## config.mk

```make
export PLATFORM = sky130hd
export DESIGN_NAME = spim_master
export DESIGN_NICKNAME = d
export VERILOG_FILES = /design/src/rtl/spim_pkg.sv /design/src/rtl/spim_clk_div.sv /design/src/rtl/spim_half_timer.sv /design/src/rtl/spim_shift_unit.sv /design/src/rtl/spim_master.sv
export SDC_FILE = /design/constraint.sdc
export NUM_CORES = 1
export LEC_CHECK = 0
export ABC_CLOCK_PERIOD_IN_PS = 2500
export BUFFER_PORTS_ARGS = -buffer_cell sky130_fd_sc_hd__buf_2
export CAP_MARGIN = 20
export CORE_MARGIN = 2
export CORE_UTILIZATION = 61
export CTS_BUF_LIST = sky130_fd_sc_hd__clkbuf_8
export DETAILED_ROUTE_END_ITERATION = 8
export GPL_TIMING_DRIVEN = 0
export MAX_ROUTING_LAYER = met4
export PLACE_DENSITY_LB_ADDON = 0.25
export SYNTH_ARGS = -nofsm -noshare
export SYNTH_HDL_FRONTEND = slang
export SYNTH_SLANG_ARGS = --single-unit
```

## constraint.sdc

```tcl
create_clock -name clk -period 2.5 [get_ports clk]
set_input_delay 0.25 -clock clk [delete_from_list [all_inputs] [get_ports clk]]
set_output_delay 0.25 -clock clk [all_outputs]
set_load 0.03 [all_outputs]
```

## src/rtl/spim_pkg.sv

```systemverilog
package spim_pkg;

    // Which half of a serial clock period the sequencer is in
    typedef enum logic {
        HALF_IDLE = 1'b0,   // sclk at idle level, before the sample edge
        HALF_ACT  = 1'b1    // sclk away from idle, after the sample edge
    } half_e;

    // Shortest serial clock period in system clocks
    localparam int SPIM_MIN_PERIOD = 4;
    // Largest baud value that is clamped to the shortest period
    localparam int SPIM_SAT_BAUD   = 2;

endpackage

```

## src/rtl/spim_clk_div.sv

```systemverilog
module spim_clk_div #(
    parameter int BAUD_W  = 7,
    parameter int CNT_W   = 7,
    parameter int MIN_DIV = 4,
    parameter int SAT_MAX = 2
) (
    input  logic [BAUD_W-1:0] baud_i,
    output logic [CNT_W-1:0]  idle_len_o,
    output logic [CNT_W-1:0]  act_len_o
);

    localparam int PER_W = BAUD_W + 1;

    logic [PER_W-1:0] period_d;
    logic [PER_W-1:0] ceil_half_d;

    always_comb begin
        if (baud_i <= BAUD_W'(SAT_MAX)) begin
            period_d = PER_W'(MIN_DIV);
        end else begin
            period_d = {1'b0, baud_i} + PER_W'(1);
        end
        ceil_half_d = (period_d + PER_W'(1)) >> 1;
        // idle half carries the odd cycle
        idle_len_o  = ceil_half_d[CNT_W-1:0];
        act_len_o   = period_d[CNT_W:1];
    end

endmodule

```

## src/rtl/spim_half_timer.sv

```systemverilog
module spim_half_timer #(
    parameter int CNT_W = 7
) (
    input  logic             clk,
    input  logic             rst_n,
    input  logic             load_i,
    input  logic [CNT_W-1:0] load_val_i,
    output logic             zero_o
);

    logic [CNT_W-1:0] cnt_d, cnt_q;

    always_comb begin
        if (load_i) begin
            cnt_d = load_val_i;
        end else if (cnt_q != '0) begin
            cnt_d = cnt_q - CNT_W'(1);
        end else begin
            cnt_d = cnt_q;
        end
    end

    always_ff @(posedge clk) begin
        if (!rst_n) begin
            cnt_q <= '0;
        end else begin
            cnt_q <= cnt_d;
        end
    end

    assign zero_o = (cnt_q == '0);

endmodule

```

## src/rtl/spim_shift_unit.sv

```systemverilog
module spim_shift_unit #(
    parameter int DATA_W = 8
) (
    input  logic              clk,
    input  logic              rst_n,
    input  logic              load_i,
    input  logic [DATA_W-1:0] load_data_i,
    input  logic              shift_i,
    input  logic              sample_i,
    input  logic              miso_i,
    output logic              head_o,
    output logic [DATA_W-1:0] rx_o
);

    typedef struct packed {
        logic [DATA_W-1:0] tx;
        logic [DATA_W-1:0] rx;
    } sh_t;

    sh_t sh_d, sh_q;

    always_comb begin
        sh_d = sh_q;
        if (load_i) begin
            sh_d.tx = load_data_i;
        end else if (shift_i) begin
            sh_d.tx = {sh_q.tx[DATA_W-2:0], 1'b0};
        end
        if (sample_i) begin
            sh_d.rx = {sh_q.rx[DATA_W-2:0], miso_i};
        end
    end

    always_ff @(posedge clk) begin
        if (!rst_n) begin
            sh_q <= '0;
        end else begin
            sh_q <= sh_d;
        end
    end

    assign head_o = sh_q.tx[DATA_W-1];
    assign rx_o   = sh_q.rx;

endmodule

```

## src/rtl/spim_master.sv

```systemverilog
module spim_master
    import spim_pkg::*;
#(
    parameter int DATA_W = 8,
    parameter int BAUD_W = 7
) (
    input  logic              clk,
    input  logic              rst_n,
    input  logic [BAUD_W-1:0] baud_i,
    input  logic              cpol_i,
    input  logic              cpha_i,
    input  logic              master_en_i,
    input  logic [DATA_W-1:0] tx_byte_i,
    input  logic              start_i,
    input  logic              miso_i,
    output logic              sclk_o,
    output logic              mosi_o,
    output logic [DATA_W-1:0] rx_byte_o,
    output logic              done_o
);

    localparam int CNT_W    = BAUD_W;
    localparam int IDX_W    = (DATA_W > 1) ? $clog2(DATA_W) : 1;
    localparam int LAST_IDX = DATA_W - 1;

    typedef struct packed {
        logic              busy;
        half_e             half;
        logic [IDX_W-1:0]  bit_idx;
        logic              cpol;
        logic              cpha;
        logic [CNT_W-1:0]  idle_len;
        logic [CNT_W-1:0]  act_len;
        logic              sclk;
        logic              mosi;
        logic              done;
        logic [DATA_W-1:0] rx_byte;
    } ctl_t;

    ctl_t ctl_d, ctl_q;

    logic [CNT_W-1:0]  idle_len_w, act_len_w;
    logic              tmr_load, tmr_zero;
    logic [CNT_W-1:0]  tmr_val;
    logic              sh_load, sh_shift, sh_sample, sh_head;
    logic [DATA_W-1:0] sh_data, sh_rx;

    spim_clk_div #(
        .BAUD_W (BAUD_W),
        .CNT_W  (CNT_W),
        .MIN_DIV(SPIM_MIN_PERIOD),
        .SAT_MAX(SPIM_SAT_BAUD)
    ) div_i (
        .baud_i    (baud_i),
        .idle_len_o(idle_len_w),
        .act_len_o (act_len_w)
    );

    spim_half_timer #(
        .CNT_W(CNT_W)
    ) tmr_i (
        .clk       (clk),
        .rst_n     (rst_n),
        .load_i    (tmr_load),
        .load_val_i(tmr_val),
        .zero_o    (tmr_zero)
    );

    spim_shift_unit #(
        .DATA_W(DATA_W)
    ) shf_i (
        .clk        (clk),
        .rst_n      (rst_n),
        .load_i     (sh_load),
        .load_data_i(sh_data),
        .shift_i    (sh_shift),
        .sample_i   (sh_sample),
        .miso_i     (miso_i),
        .head_o     (sh_head),
        .rx_o       (sh_rx)
    );

    always_comb begin
        ctl_d     = ctl_q;
        ctl_d.done = 1'b0;
        tmr_load  = 1'b0;
        tmr_val   = '0;
        sh_load   = 1'b0;
        sh_data   = '0;
        sh_shift  = 1'b0;
        sh_sample = 1'b0;

        if (!ctl_q.busy) begin
            // idle: clock follows the live polarity setting
            ctl_d.sclk = cpol_i;
            if (start_i && master_en_i) begin
                ctl_d.busy     = 1'b1;
                ctl_d.half     = HALF_IDLE;
                ctl_d.bit_idx  = '0;
                ctl_d.cpol     = cpol_i;
                ctl_d.cpha     = cpha_i;
                ctl_d.idle_len = idle_len_w;
                ctl_d.act_len  = act_len_w;
                tmr_load       = 1'b1;
                tmr_val        = idle_len_w - CNT_W'(1);
                sh_load        = 1'b1;
                if (cpha_i) begin
                    // early data: first bit leaves now, keep the rest
                    ctl_d.mosi = tx_byte_i[DATA_W-1];
                    sh_data    = {tx_byte_i[DATA_W-2:0], 1'b0};
                end else begin
                    sh_data    = tx_byte_i;
                end
            end
        end else if (!master_en_i) begin
            // abandon the character
            ctl_d.busy = 1'b0;
            ctl_d.sclk = cpol_i;
        end else if (tmr_zero) begin
            if (ctl_q.half == HALF_IDLE) begin
                // sample edge
                ctl_d.half = HALF_ACT;
                ctl_d.sclk = ~ctl_q.cpol;
                sh_sample  = 1'b1;
                tmr_load   = 1'b1;
                tmr_val    = ctl_q.act_len - CNT_W'(1);
                if (!ctl_q.cpha) begin
                    ctl_d.mosi = sh_head;
                    sh_shift   = 1'b1;
                end
            end else begin
                // return to idle level
                ctl_d.sclk = ctl_q.cpol;
                if (ctl_q.bit_idx == IDX_W'(LAST_IDX)) begin
                    ctl_d.busy    = 1'b0;
                    ctl_d.done    = 1'b1;
                    ctl_d.rx_byte = sh_rx;
                end else begin
                    ctl_d.bit_idx = ctl_q.bit_idx + IDX_W'(1);
                    ctl_d.half    = HALF_IDLE;
                    tmr_load      = 1'b1;
                    tmr_val       = ctl_q.idle_len - CNT_W'(1);
                    if (ctl_q.cpha) begin
                        ctl_d.mosi = sh_head;
                        sh_shift   = 1'b1;
                    end
                end
            end
        end
    end

    always_ff @(posedge clk) begin
        if (!rst_n) begin
            ctl_q <= '0;
        end else begin
            ctl_q <= ctl_d;
        end
    end

    assign sclk_o    = ctl_q.sclk;
    assign mosi_o    = ctl_q.mosi;
    assign rx_byte_o = ctl_q.rx_byte;
    assign done_o    = ctl_q.done;


    done_pulse_chk: assert property (@(posedge clk) disable iff (!rst_n)
        done_o |=> !done_o);


    rx_hold_chk: assert property (@(posedge clk) disable iff (!rst_n)
        !done_o |-> $stable(rx_byte_o));


    halt_chk: assert property (@(posedge clk) disable iff (!rst_n)
        !master_en_i |=> (!ctl_q.busy && !done_o));


    sclk_hold_chk: assert property (@(posedge clk) disable iff (!rst_n)
        (ctl_q.busy && master_en_i && !tmr_zero) |=> $stable(sclk_o));


    early_data_hold_chk: assert property (@(posedge clk) disable iff (!rst_n)
        (ctl_q.busy && ctl_q.cpha && ctl_q.half == HALF_ACT) |-> $stable(mosi_o));


    half_split_chk: assert property (@(posedge clk) disable iff (!rst_n)
        (idle_len_w >= act_len_w) && ((idle_len_w - act_len_w) <= CNT_W'(1))
        && (({1'b0, idle_len_w} + {1'b0, act_len_w}) >= (CNT_W+1)'(SPIM_MIN_PERIOD)));

endmodule

```

# Word level (Yosys, flattened, before mapping)
# Index checks and enable logic that the tools add are counted.
[word_totals]
regBits = 55
input_bits = 22
out_inout_bits = 11
word_cells = 98
[classes]
n_addsub = 7
n_lt_le_gt_ge = 1
eq_ne = 9
n_mux = 52
bitwise_logic = 2
n_reduce_logical = 13
[ops]
columns = ["cell", "n"]
rows = [
  ["$mux W7", 8],
  ["$mux W8", 6],
  ["$sub A7 B1 Y7 const B", 4],
  ["$mux W1", 26],
  ["$mux W21", 1],
  ["$mux W9", 2],
  ["$reduce_and A5 Y1", 3],
  ["$mux W11", 1],
  ["$mux W10", 1],
  ["$mux W5", 2],
  ["$ne A3 B3 Y1 const B", 3],
  ["$add A7 B1 Y8 const B", 1],
  ["$add A8 B1 Y8 const B", 1],
  ["$mux W4", 2],
  ["$reduce_bool A2 Y1", 4],
  ["$le A7 B2 Y1 const B", 1],
  ["$logic_not A7 Y1", 1],
  ["$reduce_and A7 Y1", 1],
  ["$reduce_bool A7 Y1", 1],
  ["$ne A2 B2 Y1 const B", 3],
  ["$mux W2", 2],
  ["$add A3 B1 Y3 const B", 1],
  ["$eq A3 B3 Y1 const B", 1],
  ["$mux W3", 1],
  ["6 further kinds", 7],
]

# Logic depth before layout (Yosys ltp)
# Gate-level depths: netlist of run 1.
[depth]
ltp_word = 8
depth_mapped = 12

# Cells and area by module
# A second synthesis of run 1 with hierarchy kept.
[unflattened]
hier_cells = 405
hier_area_um2 = 3398.3
[modules_own_cells]
columns = ["mod", "instances", "cells_each", "area_each_um2"]
rows = [
  ["spim_master", 1, 243, 1856.8],
  ["spim_shift_unit", 1, 68, 774.5],
  ["spim_half_timer", 1, 44, 411.6],
  ["spim_clk_div", 1, 50, 355.3],
]

# Worst setup path after synthesis of run 1
# OpenSTA, ideal clock, no wires.
[synth_path]
path_kind = "input to register"
startpoint = "input baud_i[0]"
endpoint = "register tmr_i.cnt_q[4]"
arrival_ps = 2195
setup_slack_ps = 189
path_stages = 11
n_path_buf = 1
path_cell_list = "clkbuf_1 -> inv_1 -> ha_1 -> nor2_1 -> xor2_1 -> nor2_1 -> ha_1 -> o211a_1 -> o21bai_2 -> xnor2_1 -> o211a_1"
[synth_between]
elab_chain_len = 7
[synth_lines]
columns = ["item", "line", "source"]
rows = [
  ["start, declared", "spim_master.sv:9", "input logic [BAUD_W-1:0] baud_i,"],
  ["$add A7 B1 Y8 or $le A7 B2 Y1 (tied branches)", "spim_clk_div.sv:21, spim_clk_div.sv:18", ""],
  ["$mux W8 *", "spim_clk_div.sv:18", "if (baud_i <= BAUD_W'(SAT_MAX)) begin"],
  ["$add A8 B1 Y8 *", "spim_clk_div.sv:23", "ceil_half_d = (period_d + PER_W'(1)) >> 1;"],
  ["$sub A7 B1 Y7 *", "spim_master.sv:105", "tmr_val = idle_len_w - CNT_W'(1);"],
  ["$mux W7 *", "spim_master.sv:96", "if (start_i && master_en_i) begin"],
  ["$mux W7 *", "spim_master.sv:93", "if (!ctl_q.busy) begin"],
  ["$mux W7 *", "spim_half_timer.sv:14", "if (load_i) begin"],
  ["end signal, assigned", "spim_half_timer.sv:27", "cnt_q <= cnt_d;"],
  ["end, declared", "spim_half_timer.sv:11", "logic [CNT_W-1:0] cnt_d, cnt_q;"],
]
# Mark *: on every way between the ends. The rest lies on a longest branch, timed or not.
# A chain may end at the register's enable or synchronous reset.

# Final worst setup path of run 1
# Same ends and word-level chain as after synthesis.

==> results of run 1 <==
report_power, final:
part | internal, mW | total, mW | switching [mW]
sequential | 0.946 | 1.01 | 0.0641
combinational | 0.325 | 0.777 | 0.453
clock | 0.198 | 0.511 | 0.313
worst min path at each step:
stage / start / to / depth (start not counted)
3_3_place_gp: rx_byte_o[1]$_SDFFE_PN0P_ / rx_byte_o[1]$_SDFFE_PN0P_ / 2
3_5_place_dp: shf_i.rx_o[7]$_SDFFE_PN0P_ / rx_byte_o[7]$_SDFFE_PN0P_ / 2
2_1_floorplan: master_en_i / mosi_o$_SDFFE_PN0P_ / 1
4_1_cts: miso_i / shf_i.rx_o[0]$_SDFFE_PN0P_ / 3
6_report: miso_i / shf_i.rx_o[0]$_SDFFE_PN0P_ / 3
5_1_grt: cpol_i / ctl_q[26]$_SDFFE_PN0P_ / 3
sequential cells by signal, indices dropped and copies added, names as in the netlist:
register      count
sclk_o            1
shf_i.head_o      1
mosi_o            1
shf_i.sh_q        7
shf_i.rx_o        8
done_o            1
rx_byte_o         8
tmr_i.cnt_q       7
ctl_q            21
cells by family (layout without fill, tap and decap cells):
| group | after synthesis | after routing |
|---|---|---|
| xor+xnor | 25 | 25 |
| mux | 9 | 9 |
| compound gates | 99 | 99 |
| fa+ha+maj | 8 | 8 |
| buf+inv | 40 | 77 |
| simple gates | 169 | 169 |
| flops | 55 | 55 |
repair_timing:
| item | in CTS | in global routing |
|---|---|---|
| setup endpoints to repair | 0 | 6 |
| gates resized for setup | 0 | 3 |
| hold endpoints to repair | 0 | 0 |
metal layers:
layer,global-route usage [%],wire length [um],part of all wire (%),up-vias
li1,-,-,-,1475
met1,35.69,3409,44,1386
met2,43.66,3636,47,128
met3,4.286,559,7.2,22
met4,8.545,166,2.1,0
met5,-,0,0,-
cell type report:
type                       instances  area, sq um  share of cell area (%)
buffer                            28        148.9                   4.267
clock buffer                       5        68.82                   1.972
clock inverter                     3        20.02                  0.5737
inverter                          11        41.29                   1.183
multi-input combinational        310         1872                   53.64
sequential                        55         1101                   31.55
tap                               70        87.58                   2.510
timing repair buffer              30        150.1                   4.303
tightest hold or removal path: cells and delay by family:
family | cells | cell delay (ns)
and+or+nand+nor | 1 | 0.04
AOI/OAI and AO/OA | 1 | 0.05
buffers and inverters | 1 | 0.10
metrics by stage:
step,util (%),cells
after floorplan,-,405
after global placement,67.37,505
after detailed placement,67.37,505
after CTS,69.13,513
after global routing,69.21,512
final,69.21,512
synth_stat cells, types with 2 or more instances:
master	n	area, sq um
nor2_4	2	22.52
buf_2	5	25.02
o22ai_1	3	18.77
a311oi_1	2	17.52
and2_1	4	25.02
o211ai_1	2	15.01
xnor2_1	17	148.9
nand2b_1	2	12.51
a221oi_1	3	26.28
o21ai_0	11	55.05
dfxtp_1	55	1101
nor2_1	45	168.9
mux2i_1	9	90.09
xor2_1	7	61.31
o21ai_1	5	25.02
a211oi_1	14	105.1
o21a_1	2	15.01
nor2b_1	3	18.77
or3_1	3	18.77
ha_1	8	100.1
clkbuf_1	11	41.29
and3_1	4	25.02
nor3_1	12	60.06
a21oi_1	43	215.2
inv_1	11	41.29
buf_1	4	15.01
nand3b_1	2	15.01
buf_4	8	60.06
nand2_1	65	244.0
o31ai_1	2	15.01
nand3_1	13	65.06
nor4_1	2	12.51
o211a_1	2	20.02
==> impl_metrics.csv, run 1 <==
group,metric,value,unit
run_status,run_status,"finished, final reports clean",
floorplan,num_rows,26,
pwr,p_per_area,658.5,mW/mm^2
sta,worstMarginPinSlew,0.6463,ns
final_layout,layout.nets,471,
sta,whs,0.1450,ns
final_layout,layout-drive-gt1-share,15.38,%
clocking,clkLatencyLatePin,0.33,ns
sta,relSlewSlack,56.92,%
detailed_routing,routed_wl,7771,um
sta,finalCriticalPeriod,2.301,ns
floorplan,die-area,0.005771,sq mm
sta,period_share,92.02,%
critical_path,ff2ff_setup_slack,0.22,ns
final_layout,mostFrequentLayoutCell,"nand2_1",
clocking,htree_levels,2,
sta,fin_ws,0.1994,ns
synth,synth_top_family_by_area,"simple AND/OR/NAND/NOR gates",
sta,hold_violations,0,
critical_path,critical_path_cell_count,12,
detailed_routing,vias,3011,
critical_path,cp-end-kind,"flip-flop",
placed_design,place_area,0.003397,sq mm
clocking,post_cts_buffers,0,
final_layout,antennaDiodeCount,0,
critical_path,critical_path_class,"primary input to flip-flop",
detailed_routing,drtPass1Iterations,5,
synth,yosys_warnings,0,
critical_path,critical_path_arrival,2.53,ns
critical_path,worstReg2RegEnd,"shf_i.head_o$_SDFFE_PN0P_",
global_routing,grt_max_degree,18,
sta,finalClockSkew,0.01008,ns
clocking,cts_tree,"done",
synth,async_reset_ff_share,0,%
floorplan,ios,33,
synth,yosys.area_share.simple,25.62,%
synth,synth.area.mux_share,2.851,%
critical_path,path_cells,"buf_2 -> clkbuf_1 -> inv_1 -> ha_1 -> nor2_2 -> xor2_1 -> nor2_1 -> ha_1 -> o211a_1 -> o21bai_2 -> xnor2_1 -> o211a_1",
detailed_routing,antenna_left,0,
synth,ys_seq_elements,55,
sta,rsz0062_at_grt,"false",
clocking,cts-root-buf,"clkbuf_8",
critical_path,cpMaxStageDelayCell,"ha_1",
flow_run,cap_violations,0,
synth,synth_xor_area_share,7.168,%
synth,synth_area,0.003159,sq mm
floorplan,die_h,75.97,um
sta,fin_setup_tns,0,ns
detailed_routing,viasPerCell,5.881,
placed_design,dpl.hpwl,5615,um
global_routing,grt_usage,27.25,%
pwr,p_leak,1.334,nW
detailed_routing,drt_iter0_drc,257,
synth,yosys.cell_types.count,57,
final_layout,syn2layout_area_growth,10.46,%
placed_design,port_buffers,30,
sta,max_freq,434.7,MHz
critical_path,critPathTopFamily,"adder cells",
critical_path,r2r_start,"ctl_q[27]$_SDFFE_PN0P_",
clocking,clock_sinks,55,
floorplan,fp.dieW,75.97,um
pwr,irDropWorstVdd,0.2869,mV
critical_path,cp_max_fo,7,
critical_path,max_stage_delay,0.38,ns
worst_hold_path,hp-class,"primary input to flip-flop",
sta,slew_viol_final,0,
synth,synth_cells,405,
synth,synth-compound-area-share,20.20,%
synth,syn_nets,435,
critical_path,setup.worst_path.start_class,"primary input",
global_routing,grt_overflow,0,
sta,finalSetupViolCount,0,
critical_path,worst-path-buf-inv,3,
clocking,clock_path_buffers,2,
placed_design,dpl_worst_slack,-0.1659,ns
global_routing,grt_pass1_vias,2625,
pwr,total_power,2.298,mW
clocking,postCtsHoldBufs,0,
floorplan,initial_core_util,62.66,%
detailed_routing,drc,0,
synth,synth.yosys.seq_area_share,34.85,%
detailed_routing,post_drt_wl_per_cell,15.18,um
synth,synth_edf_count,0,
placed_design,gp_congestion,0.8664,
clocking,cts-buffers-inserted,5,
clocking,clk_pin_slew,0.11,ns
critical_path,critical_path_required,2.73,ns
synth,ys_dominant_reg_cell,"dfxtp_1",
synth,synthAdderAreaFrac,3.168,%
global_routing,grt_pass1_wl,12520,um
global_routing,antenna_found_initial,0,
critical_path,endpoint,"tmr_i.cnt_q[4]$_SDFFE_PN0P_",
final_layout,design_area,0.003490,sq mm
critical_path,critPathLaunch,"baud_i[0]",
critical_path,rr_worst_depth,9,
synth,syn-mean-instance-area,7.801,sq um
final_layout,final_cell_mix,"65 x nand2_1, 55 x dfxtp_1, 44 x nor2_1, 43 x a21oi_1, 35 x buf_2",
floorplan,core_area,0.005042,sq mm
final_layout,fill_cells,418,
(Power assumes the default switching activity.)
==> run 2, diff against run 1 <==
--- a/config.mk
+++ b/config.mk
@@ -5,6 +5,7 @@
 export SDC_FILE = /design/constraint.sdc
 export NUM_CORES = 1
 export LEC_CHECK = 0
+export ABC_AREA = 1
 export ABC_CLOCK_PERIOD_IN_PS = 2500
 export BUFFER_PORTS_ARGS = -buffer_cell sky130_fd_sc_hd__buf_2
 export CAP_MARGIN = 20
==> run 2 against run 1 <==
Largest power group unchanged. Fmax is 1.3% higher. Wire length is 5.0% lower. Count of clock-buffer cells in the layout stayed put. Via count is 2.3% higher. Sequential power hardly changed. Area after synthesis is 0.67% higher. Total power is 0.38% lower. Sequential share of layout area is 0.45 points lower. Worst hold slack better by 0.062 ns.
==> impl_metrics.csv, run 2 <==
group,metric,value,unit
placed_design,dpl.hpwl,5512,um
pwr,p_per_area,646.8,mW/mm^2
floorplan,die-area,0.005808,sq mm
sta,relSlewSlack,62.71,%
global_routing,grt_overflow,0,
critical_path,worst-path-buf-inv,2,
synth,synth_area_leaders,"dfxtp_1 35%, nand2_1 9.3%, inv_1 7.3%",
critical_path,max_stage_delay,0.33,ns
detailed_routing,post_drt_wl_per_cell,12.96,um
synth,yosys.cell_types.count,36,
global_routing,grt_pass1_vias,2901,
final_layout,finalNonFillerCells,570,
synth,synth.yosys.seq_area_share,34.62,%
placed_design,placedCellCount,562,
global_routing,grt_usage,27.04,%
sta,finalSetupViolCount,0,
final_layout,layout.nets,529,
floorplan,die_h,76.21,um
critical_path,critical_path_cell_count,13,
synth,syn_nets,490,
synth,ys_top_cells_by_count,"79 x nand2_1, 62 x inv_1, 55 x dfxtp_1, 43 x o21ai_0, 41 x nor2_1",
synth,synth_edf_count,0,
synth,yosysTopAreaCellShare,34.62,%
final_layout,final_cell_mix,"79 x nand2_1, 63 x inv_1, 55 x dfxtp_1, 43 x o21ai_0, 41 x nor2_1",
critical_path,critical_path_arrival,2.47,ns
critical_path,setup.worst_path.start_class,"flip-flop",
global_routing,grt_pass1_wl,12700,um
global_routing,grt_max_degree,18,
detailed_routing,routed_wl,7386,um
critical_path,rr_worst_depth,13,
synth,async_reset_ff_share,0,%
clocking,clock_path_buffers,2,
clocking,postCtsHoldBufs,0,
critical_path,cp_common_cell,"nor2_1",
detailed_routing,drc,0,
floorplan,initial_core_util,62.67,%
clocking,htree_levels,2,
clocking,cts_resized,0,
synth,yosys_warnings,0,
final_layout,layout-drive-gt1-share,15.20,%
detailed_routing,antenna_left,0,
critical_path,cp_max_fo,10,
clocking,clock_sinks,55,
floorplan,ios,33,
sta,period_share,90.86,%
final_layout,largest_reg_flops,21,
critical_path,cpMaxStageDelayCell,"dfxtp_1",
detailed_routing,drtPass1Iterations,7,
run_status,run_status,"finished, final reports clean",
floorplan,num_rows,26,
placed_design,port_buffers,32,
flow_run,cap_violations,0,
synth,syn-mean-instance-area,6.914,sq um
critical_path,critPathTopFamily,"simple AND/OR/NAND/NOR gates",
detailed_routing,vias,3080,
synth,yosysTopAreaCell,"dfxtp_1",
critical_path,critical_path_required,2.70,ns
synth,yosysMostFrequentCell,"nand2_1",
critical_path,critical_path_class,"flip-flop to flip-flop",
final_layout,antennaDiodeCount,0,
clocking,cts-root-buf,"clkbuf_8",
detailed_routing,drt_iter0_drc,196,
sta,max_freq,440.3,MHz
worst_hold_path,hold_depth,3,
sta,finalClockSkew,0.01016,ns
clocking,post_cts_buffers,0,
sta,hold_violations,0,
sta,rsz0062_at_grt,"false",
placed_design,place_area,0.003428,sq mm
synth,ys_seq_elements,55,
clocking,clk_pin_slew,0.10,ns
sta,finalCriticalPeriod,2.271,ns
final_layout,mostFrequentLayoutCell,"nand2_1",
global_routing,antenna_found_initial,0,
final_layout,final_util,69.75,%
pwr,p_leak,1.674,nW
floorplan,fp.dieW,76.21,um
synth,synth_area,0.003181,sq mm
sta,worstMarginPinSlew,0.5593,ns
placed_design,gp_congestion,0.9285,
worst_hold_path,hp-class,"primary input to flip-flop",
clocking,cts_tree,"done",
clocking,cts-buffers-inserted,5,
detailed_routing,viasPerCell,5.404,
synth,synth_cells,460,
synth,ys_dominant_reg_cell,"dfxtp_1",
clocking,clkLatencyLatePin,0.31,ns
critical_path,cp-end-kind,"flip-flop",
final_layout,regMostFlops,"ctl_q",
final_layout,design_area,0.003540,sq mm
sta,fin_setup_tns,0,ns
final_layout,syn2layout_area_growth,11.29,%
floorplan,core_area,0.005075,sq mm
sta,slew_viol_final,0,
critical_path,path_cells,"inv_1 -> ha_1 -> nand2_1 -> nor2_2 -> nand3b_2 -> nor2_4 -> a21oi_4 -> inv_2 -> o21ai_0 -> nor2_1 -> nand2_1 -> nor2_1 -> nor2_1",
pwr,irDropWorstVdd,0.3328,mV
==> run 2: worst register-to-register path, delay by kind of cell, from the launching register on <==
family,cells,cell delay (ns)
compound gates,2,0.27
buf+inv,2,0.22
flops,1,0.33
fa+ha+maj,1,0.19
simple gates,8,1.16
==> run 2: through the flow <==
step	hold WS, ns	total power [mW]	worst slack, ns
5_1_grt	0.2054	2.427	0.03776
4_1_cts	0.1999	2.285	0.2667
2_1_floorplan	0.3968	1.539	0.6749
6_report	0.2070	2.289	0.2286
3_3_place_gp	0.4459	1.670	0.3019
3_5_place_dp	0.4644	1.695	0.2770
==> run 2: path summary, 6_finish.rpt <==
path | from | endpoint | slack [ns]
max | tmr_i.cnt_q[0]$_SDFFE_PN0P_ | tmr_i.cnt_q[5]$_SDFFE_PN0P_ | 0.23
min | cpol_i | sclk_o$_SDFFE_PN0P_ | 0.21
max reg2reg | tmr_i.cnt_q[0]$_SDFFE_PN0P_ | tmr_i.cnt_q[5]$_SDFFE_PN0P_ | 0.23
min reg2reg | shf_i.sh_q[8]$_SDFFE_PN0P_ | shf_i.sh_q[8]$_SDFFE_PN0P_ | 0.48
==> run 2: logic make-up after synthesis <==
logic type      Yosys count  synth area share (%)
simple gates            172                 25.10
xor+xnor                 15                 4.131
fa+ha+maj                 8                 3.147
flops                    55                 34.62
compound gates          118                 20.89
buf+inv                  92                 12.12
==> run 2: cell type report <==
class	instances	area, sq um
fill	472	1535
timing repair buffer	32	160.2
buffer	23	126.4
multi-input combinational	313	1694
clock buffer	5	68.82
tap	70	87.58
inverter	69	259.0
clock inverter	3	42.54
sequential	55	1101
==> run 2: where the power goes <==
part / total (mW) / internal, mW / switching (mW)
combinational: 0.655 / 0.238 / 0.417
sequential: 1.04 / 0.965 / 0.0721
clock: 0.597 / 0.299 / 0.298
total: 2.29 / 1.50 / 0.787
==> run 2: metal layers <==
layer	vias up	part of all wire, %	global-route usage (%)
met5	-	0	-
met4	0	2.5	10.73
met3	21	6.3	4.384
met2	102	46	43.98
met1	1384	45	33.78
li1	1573	-	-
